File: config.mk
export PLATFORM = sky130hd
export DESIGN_NAME = hdx_port
export DESIGN_NICKNAME = d
export VERILOG_FILES = /design/src/rtl/hdx_pkg.sv /design/src/rtl/hdx_fifo.sv /design/src/rtl/hdx_tx_path.sv /design/src/rtl/hdx_rx_path.sv /design/src/rtl/hdx_port.sv
export SDC_FILE = /design/constraint.sdc
export NUM_CORES = 1
export LEC_CHECK = 0
export ABC_CLOCK_PERIOD_IN_PS = 5300
export BUFFER_PORTS_ARGS = -buffer_cell sky130_fd_sc_hd__buf_2
export CORE_MARGIN = 1.5
export CORE_UTILIZATION = 64
export DETAILED_ROUTE_END_ITERATION = 10
export PLACE_DENSITY_LB_ADDON = 0.15
export SLEW_MARGIN = 10
export SYNTH_ARGS = -nofsm -noshare
export SYNTH_HDL_FRONTEND = slang
export SYNTH_SLANG_ARGS = --single-unit
File: constraint.sdc
create_clock -name clk -period 5.3 [get_ports clk]
set_clock_uncertainty 0.1 [all_clocks]
set_input_delay 0.795 -clock clk [delete_from_list [all_inputs] [get_ports clk]]
set_output_delay 0.795 -clock clk [all_outputs]
set_load 0.01 [all_outputs]
File: src/rtl/hdx_pkg.sv
package hdx_pkg;
   // Fixed shape of the shared port
   localparam int HDX_WORD_W    = 10;
   localparam int HDX_FIFO_D    = 5;
   localparam int HDX_RX_LAT    = 6;
   localparam int HDX_FLUSH_LEN = 33;

   // Sign handling: straight binary differs from twos complement in the MSB only
   typedef enum logic {FMT_OFFSET = 1'b0, FMT_TWOS = 1'b1} num_fmt_e;
endpackage

File: src/rtl/hdx_fifo.sv
module hdx_fifo #(
   parameter int W     = 10,
   parameter int DEPTH = 5
) (
   input  logic         clk,
   input  logic         rst_n,
   input  logic         clr,
   input  logic         push,
   input  logic [W-1:0] wdata,
   input  logic         pop,
   output logic [W-1:0] rdata,
   output logic         empty,
   output logic         ovf,
   output logic         unf
);
   localparam int AW = (DEPTH > 1) ? $clog2(DEPTH) : 1;
   localparam int CW = $clog2(DEPTH + 1);

   initial begin
      assert (DEPTH >= 2) else $error("hdx_fifo: DEPTH must be at least 2");
      assert (W >= 2) else $error("hdx_fifo: W must be at least 2");
   end

   logic [W-1:0]  mem [DEPTH];
   logic [AW-1:0] rd_ptr, wr_ptr, rd_nxt, wr_nxt;
   logic [CW-1:0] count;
   logic          full, do_push, do_pop;

   assign full    = (count == CW'(DEPTH));
   assign empty   = (count == '0);
   assign do_pop  = pop & ~empty;
   assign do_push = push & (~full | do_pop);
   assign rdata   = mem[rd_ptr];

   generate
      if ((DEPTH & (DEPTH - 1)) == 0) begin : g_wrap_pow2
         assign rd_nxt = rd_ptr + 1'b1;
         assign wr_nxt = wr_ptr + 1'b1;
      end else begin : g_wrap_cmp
         assign rd_nxt = (rd_ptr == AW'(DEPTH - 1)) ? '0 : rd_ptr + 1'b1;
         assign wr_nxt = (wr_ptr == AW'(DEPTH - 1)) ? '0 : wr_ptr + 1'b1;
      end
   endgenerate

   always_ff @(posedge clk) begin
      if (do_push && !clr) mem[wr_ptr] <= wdata;
   end

   always_ff @(posedge clk or negedge rst_n) begin
      if (!rst_n) begin
         rd_ptr <= '0;
         wr_ptr <= '0;
         count  <= '0;
         ovf    <= 1'b0;
         unf    <= 1'b0;
      end else if (clr) begin
         rd_ptr <= '0;
         wr_ptr <= '0;
         count  <= '0;
      end else begin
         if (do_push) wr_ptr <= wr_nxt;
         if (do_pop)  rd_ptr <= rd_nxt;
         case ({do_push, do_pop})
            2'b10:   count <= count + CW'(1);
            2'b01:   count <= count - CW'(1);
            default: count <= count;
         endcase
         if (push && !do_push) ovf <= 1'b1;
         if (pop && empty)     unf <= 1'b1;
      end
   end

   assert_count_bound_R11: assert property (@(posedge clk) disable iff (!rst_n)
      count <= CW'(DEPTH));
   assert_ovf_sticky_R11: assert property (@(posedge clk) disable iff (!rst_n)
      ovf |=> ovf);
   assert_unf_sticky_R11: assert property (@(posedge clk) disable iff (!rst_n)
      unf |=> unf);
   assert_full_holds_R11: assert property (@(posedge clk) disable iff (!rst_n)
      (push && full && !pop && !clr) |=> (count == CW'(DEPTH)));
endmodule

File: src/rtl/hdx_tx_path.sv
module hdx_tx_path #(
   parameter int W         = 10,
   parameter int DEPTH     = 5,
   parameter int FLUSH_LEN = 33
) (
   input  logic         clk,
   input  logic         rst_n,
   input  logic         hd_mode,
   input  logic         tx_pin,
   input  logic         rx_pin,
   input  logic [W-1:0] bus_in,
   input  logic         tx_inv,
   input  logic         rx_inv,
   input  logic         fall_edge,
   input  logic         twos,
   input  logic         rd,
   output logic [W-1:0] dac_data,
   output logic         dac_valid,
   output logic         ovf,
   output logic         unf
);
   localparam int FCW = $clog2(FLUSH_LEN + 1);

   initial begin
      assert (FLUSH_LEN >= 1) else $error("hdx_tx_path: FLUSH_LEN must be positive");
   end

   logic [W-1:0]   n_bus, s_bus, wdata, rdata;
   logic           n_tx, n_rx, s_tx, s_rx;
   logic           cap, prev_cap, flush_go, push, empty, rx_on;
   logic [FCW-1:0] fcnt;

   // Falling-edge copy of the bus and enables
   always_ff @(negedge clk or negedge rst_n) begin
      if (!rst_n) begin
         n_bus <= '0;
         n_tx  <= 1'b0;
         n_rx  <= 1'b0;
      end else begin
         n_bus <= bus_in;
         n_tx  <= tx_pin;
         n_rx  <= rx_pin;
      end
   end

   assign s_bus    = fall_edge ? n_bus : bus_in;
   assign s_tx     = fall_edge ? n_tx  : tx_pin;
   assign s_rx     = fall_edge ? n_rx  : rx_pin;
   assign rx_on    = s_rx ^ rx_inv;
   assign cap      = hd_mode & (s_tx ^ tx_inv) & ~rx_on;
   assign flush_go = ~cap & (prev_cap | (fcnt != '0));
   assign push     = cap | flush_go;
   assign wdata    = cap ? (twos ? s_bus : {~s_bus[W-1], s_bus[W-2:0]}) : '0;

   always_ff @(posedge clk or negedge rst_n) begin
      if (!rst_n) begin
         prev_cap <= 1'b0;
         fcnt     <= '0;
      end else begin
         prev_cap <= cap;
         if (cap)                fcnt <= '0;
         else if (prev_cap)      fcnt <= FCW'(FLUSH_LEN - 1);
         else if (fcnt != '0)    fcnt <= fcnt - FCW'(1);
      end
   end

   hdx_fifo #(.W(W), .DEPTH(DEPTH)) u_fifo (
      .clk(clk), .rst_n(rst_n), .clr(1'b0),
      .push(push), .wdata(wdata), .pop(rd),
      .rdata(rdata), .empty(empty), .ovf(ovf), .unf(unf)
   );

   always_ff @(posedge clk or negedge rst_n) begin
      if (!rst_n) begin
         dac_data  <= '0;
         dac_valid <= 1'b0;
      end else begin
         dac_valid <= rd & ~empty;
         if (rd && !empty) dac_data <= rdata;
      end
   end

   assert_flush_zero_R6: assert property (@(posedge clk) disable iff (!rst_n)
      (push && !cap) |-> (wdata == '0));
   assert_flush_starts_R6: assert property (@(posedge clk) disable iff (!rst_n)
      (prev_cap && !cap) |-> push);
   assert_no_loopback_R5: assert property (@(posedge clk) disable iff (!rst_n)
      rx_on |-> !(push && wdata != '0));
endmodule

File: src/rtl/hdx_rx_path.sv
module hdx_rx_path #(
   parameter int W     = 10,
   parameter int DEPTH = 5,
   parameter int LAT   = 6
) (
   input  logic         clk,
   input  logic         rst_n,
   input  logic         active,
   input  logic         fall_edge,
   input  logic         twos,
   input  logic [W-1:0] adc_data,
   input  logic         adc_valid,
   output logic [W-1:0] bus_word,
   output logic         ovf,
   output logic         unf
);
   localparam int LW = $clog2(LAT + 1);

   initial begin
      assert (LAT >= 2) else $error("hdx_rx_path: LAT must be at least 2");
   end

   logic [LW-1:0] lcnt;
   logic [W-1:0]  rdata, pos_q, neg_q;
   logic          pop, empty;

   assign pop = active & (lcnt >= LW'(LAT - 1));

   hdx_fifo #(.W(W), .DEPTH(DEPTH)) u_fifo (
      .clk(clk), .rst_n(rst_n), .clr(~active),
      .push(active & adc_valid), .wdata(adc_data), .pop(pop),
      .rdata(rdata), .empty(empty), .ovf(ovf), .unf(unf)
   );

   always_ff @(posedge clk or negedge rst_n) begin
      if (!rst_n) begin
         lcnt  <= '0;
         pos_q <= '0;
      end else if (!active) begin
         lcnt  <= '0;
         pos_q <= '0;
      end else begin
         if (lcnt != LW'(LAT)) lcnt <= lcnt + LW'(1);
         if (pop && !empty)
            pos_q <= twos ? rdata : {~rdata[W-1], rdata[W-2:0]};
      end
   end

   always_ff @(negedge clk or negedge rst_n) begin
      if (!rst_n) neg_q <= '0;
      else        neg_q <= pos_q;
   end

   assign bus_word = fall_edge ? neg_q : pos_q;

   assert_burst_starts_empty_R4: assert property (@(posedge clk) disable iff (!rst_n)
      $rose(active) |-> empty);
   assert_idle_output_zero_R4: assert property (@(posedge clk) disable iff (!rst_n)
      !active |=> (pos_q == '0));
endmodule

File: src/rtl/hdx_port.sv
module hdx_port #(
   parameter int W         = hdx_pkg::HDX_WORD_W,
   parameter int TX_DEPTH  = hdx_pkg::HDX_FIFO_D,
   parameter int RX_DEPTH  = hdx_pkg::HDX_FIFO_D,
   parameter int RX_LAT    = hdx_pkg::HDX_RX_LAT,
   parameter int FLUSH_LEN = hdx_pkg::HDX_FLUSH_LEN
) (
   input  logic         clk,
   input  logic         rst_n,
   input  logic         mode_fd,
   input  logic         tx_enable,
   input  logic         rx_enable,
   input  logic [W-1:0] bus_in,
   output logic [W-1:0] bus_out,
   output logic         bus_oe,
   input  logic         tx_en_invert,
   input  logic         tx_fall_edge,
   input  logic         tx_twos,
   input  logic         rx_tristate,
   input  logic         rx_en_invert,
   input  logic         rx_fall_edge,
   input  logic         rx_twos,
   input  logic         drv_low,
   output logic         low_drive,
   input  logic         tx_rd,
   output logic [W-1:0] dac_data,
   output logic         dac_valid,
   input  logic [W-1:0] adc_data,
   input  logic         adc_valid,
   output logic         tx_ovf,
   output logic         tx_unf,
   output logic         rx_ovf,
   output logic         rx_unf
);
   initial begin
      assert (RX_LAT >= RX_DEPTH) else $error("hdx_port: RX_LAT below RX_DEPTH starves no one but wastes depth");
   end

   logic hd_mode, rx_active;

   assign hd_mode   = ~mode_fd;
   assign rx_active = hd_mode & (rx_enable ^ rx_en_invert);
   assign bus_oe    = rx_active & ~rx_tristate;
   assign low_drive = drv_low;

   hdx_tx_path #(.W(W), .DEPTH(TX_DEPTH), .FLUSH_LEN(FLUSH_LEN)) u_tx (
      .clk(clk), .rst_n(rst_n), .hd_mode(hd_mode),
      .tx_pin(tx_enable), .rx_pin(rx_enable), .bus_in(bus_in),
      .tx_inv(tx_en_invert), .rx_inv(rx_en_invert),
      .fall_edge(tx_fall_edge), .twos(tx_twos), .rd(tx_rd),
      .dac_data(dac_data), .dac_valid(dac_valid), .ovf(tx_ovf), .unf(tx_unf)
   );

   hdx_rx_path #(.W(W), .DEPTH(RX_DEPTH), .LAT(RX_LAT)) u_rx (
      .clk(clk), .rst_n(rst_n), .active(rx_active),
      .fall_edge(rx_fall_edge), .twos(rx_twos),
      .adc_data(adc_data), .adc_valid(adc_valid),
      .bus_word(bus_out), .ovf(rx_ovf), .unf(rx_unf)
   );

   assert_fd_quiet_R10: assert property (@(posedge clk) disable iff (!rst_n)
      mode_fd |-> !bus_oe);
   assert_tristate_wins_R3: assert property (@(posedge clk) disable iff (!rst_n)
      rx_tristate |-> !bus_oe);
endmodule

==> results.ini <==
[cells_and_area]
final_util_pct = 75.64
nets = 596
final_cell_mix = edfxtp_1 (100), buf_2 (58), dfrtp_1 (53), nor2_1 (39), mux2i_1 (34)
final_common_cell = edfxtp_1
drive_gt1_share_pct = 25.40
syn_to_final_growth_pct = 14.54
fin_area_um2 = 8272
fillers = 692
antenna_cells = 0

[drt]
drtPass1Iterations = 4
viasPerCell = 5.863
drt_iter0_drc = 282
drc = 0
postRouteAntennaNets = 0
dr_total_vias = 4098
totalWireLength_um = 13090
post_drt_wl_per_cell_um = 18.72

[clock_network]
hold_buffers = 0
cts_max_path_buffers = 2
cts_sinks = 175
post_cts_resized = 0
cts_root_buf = clkbuf_16
htreeDepth = 4
cts_buffers = 17
clk_latency_ns = 0.42
cts_setup_buffers = 0
tritoncts = built
clkTransAtPathRegs_ns = 0.06

[critical_path]
r2r-end = u_tx.u_fifo.count[2]$_DFFE_PN0P_
required_ns = 5.50
r2r_cells = 8
crit_start = u_tx.n_tx$_DFF_NN0_
crit_fanout = 3
reg2reg_setup_slack_ns = 0.33
worstSetupEndpoint = u_tx.u_fifo.count[2]$_DFFE_PN0P_
r2r_start = u_tx.n_tx$_DFF_NN0_
arrival_ns = 5.17
crit_type = reg2reg
critPathLaunchType = register
setup.worst_path.end_class = register

[yosys]
synth_warnings = 0
synth_edf_count = 100
synthCells = 478
syn_nets = 528
ys.flop_type = edfxtp_1
synth.distinct_cells = 51
ys_seq_elements = 175
synthArstFlopShare_pct = 42.86
yosysSeqAreaShare_pct = 67.57
synth_area_um2 = 7222
postSynthAreaPerCell_um2 = 15.11

[status]
outcome = finished, final reports clean

[grt]
antenna_found_initial = 0
grt_usage_pct = 24.69
grt_pass1_wl_um = 21110
grt.overflow.total = 0
grt_max_degree = 57
grt_pass1_vias = 4326

[placement]
place_area_um2 = 7722
hpwl_um = 8775
gp_congestion = 0.7567
port_buffers = 59
dpl_worst_slack_ns = 0.2960

[floorplanning]
initial_core_util_pct = 66.04
fp.dieArea_um2 = 11930
pin_count = 62
fp.dieW_um = 109.2
core_area_um2 = 10940
die_height_um = 109.2
fp-row-count = 38

[timing]
hold_viol_final = 0
worstMarginPinSlew_ns = 0.8751
rsz0062_at_grt = no
setup_ws_ns = 0.3282
drv_slew = 0
max-slew-margin-rel_pct = 41.60
setup_violations = 0
timing.hold.ws_ns = 0.3352

[hold_path]
holdCritPathClass = in2async

[power_and_ir_drop]
ir_drop_v = 0.0003969
p_leak_nw = 3.294
power_density_nw_per_um2 = 459.2
power_mw = 3.798

[flow_run]
drv_cap = 0

## metal layers
metal,up-vias,GRT usage [%],wire length (um)
met5,-,0,0
met4,0,10.30,252
met3,22,6.575,509
met2,101,44.78,7166
met1,2058,27.37,5157
li1,1917,-,-
## area by class of cell
type / count / area [um^2] / share of cell area, %
Clock buffer: 25 / 486.7 / 5.884
Clock inverter: 7 / 62.56 / 0.7563
Sequential cell: 175 / 4880 / 58.99
Multi-Input combinational cell: 262 / 2205 / 26.65
Inverter: 18 / 67.56 / 0.8168
Timing Repair Buffer: 72 / 395.4 / 4.780
Tap cell: 140 / 175.2 / 2.118
## power by group
part | leakage, nW | switching (mW) | internal (mW)
Combinational | 1.15 | 0.405 | 0.364
Sequential | 1.88 | 0.172 | 1.70
Clock | 0.270 | 0.474 | 0.683
## kinds of logic (layout without fill, tap and decap cells)
kind of cell / Yosys count / in the layout / synth area share [%]
buf+inv: 41 / 122 / 2.339
flops: 175 / 175 / 67.57
simple gates: 112 / 112 / 8.004
mux: 69 / 69 / 13.29
xor+xnor: 12 / 12 / 1.455
compound gates: 54 / 54 / 4.539
fa+ha+maj: 15 / 15 / 2.807
## metrics by stage
stage               instances  TNS, ns
floorplan                 478   -3.743
global placement          667        0
detailed placement        667        0
CTS                       699        0
global route              699        0
finish                    699        0
## registers in the layout, summed over array words and instances (netlist names)
name	flops
u_tx.fcnt	6
u_rx.u_fifo.wr_ptr	3
u_rx.lcnt	3
u_rx.pos_q	10
u_rx.u_fifo.ovf	1
u_tx.n_bus	10
u_tx.u_fifo.count	3
u_tx.u_fifo.mem	50
u_tx.n_tx	1
u_tx.u_fifo.unf	1
u_tx.dac_data	10
u_rx.u_fifo.mem	50
u_rx.u_fifo.rd_ptr	3
u_tx.dac_valid	1
u_tx.n_rx	1
u_tx.u_fifo.ovf	1
u_rx.u_fifo.unf	1
u_tx.u_fifo.rd_ptr	3
u_tx.prev_cap	1
u_rx.u_fifo.count	3
u_rx.neg_q	10
u_tx.u_fifo.wr_ptr	3
## worst max-delay path, stage by stage (launching register included)
cell	delay (ns)
dfrtn_1	0.32
mux2i_1	0.15
mux2_2	0.40
a21oi_1	0.17
inv_1	0.08
fa_1	0.37
or3_1	0.37
a2bb2oi_1	0.14
xnor2_1	0.13
## synth_stat cells (3+ instances only)
cell type / count / share of area, %
dfrtn_1: 22 / 7.6
inv_1: 17 / 0.88
o21ai_0: 10 / 0.69
mux2_1: 3 / 0.47
o21ai_1: 12 / 0.83
mux4_2: 20 / 6.2
nor4_1: 9 / 0.78
buf_1: 6 / 0.31
clkbuf_1: 9 / 0.47
a211oi_1: 3 / 0.31
nor3_1: 9 / 0.62
or3_1: 3 / 0.26
a21oi_1: 15 / 1.0
mux2i_1: 34 / 4.7
nand2_1: 13 / 0.68
edfxtp_1: 100 / 42
nand2b_1: 5 / 0.43
nand3_1: 14 / 0.97
xor2_1: 4 / 0.49
o31ai_1: 4 / 0.42
nand4_1: 3 / 0.26
dfrtp_1: 53 / 18
buf_2: 6 / 0.42
nor2_1: 39 / 2.0
ha_1: 13 / 2.3
xnor2_1: 8 / 0.97
mux2_2: 12 / 1.9
## how the worst min path moves through the flow
| stage | start | end | cells past startpoint |
|---|---|---|---|
| after floorplan | u_tx.u_fifo.count[2]$_DFFE_PN0P_ | u_tx.u_fifo.count[2]$_DFFE_PN0P_ | 1 |
| after global placement | u_rx.u_fifo.unf$_DFFE_PN0P_ | u_rx.u_fifo.unf$_DFFE_PN0P_ | 1 |
| after detailed placement | u_tx.u_fifo.unf$_DFFE_PN0P_ | u_tx.u_fifo.unf$_DFFE_PN0P_ | 1 |
| after CTS | rst_n | u_tx.dac_valid$_DFF_PN0_ | 1 |
| after global routing | rst_n | u_tx.dac_data[3]$_DFFE_PN0P_ | 1 |
| final | rst_n | u_tx.prev_cap$_DFF_PN0_ | 1 |
Note: power is estimated with default switching activity, not from simulation.
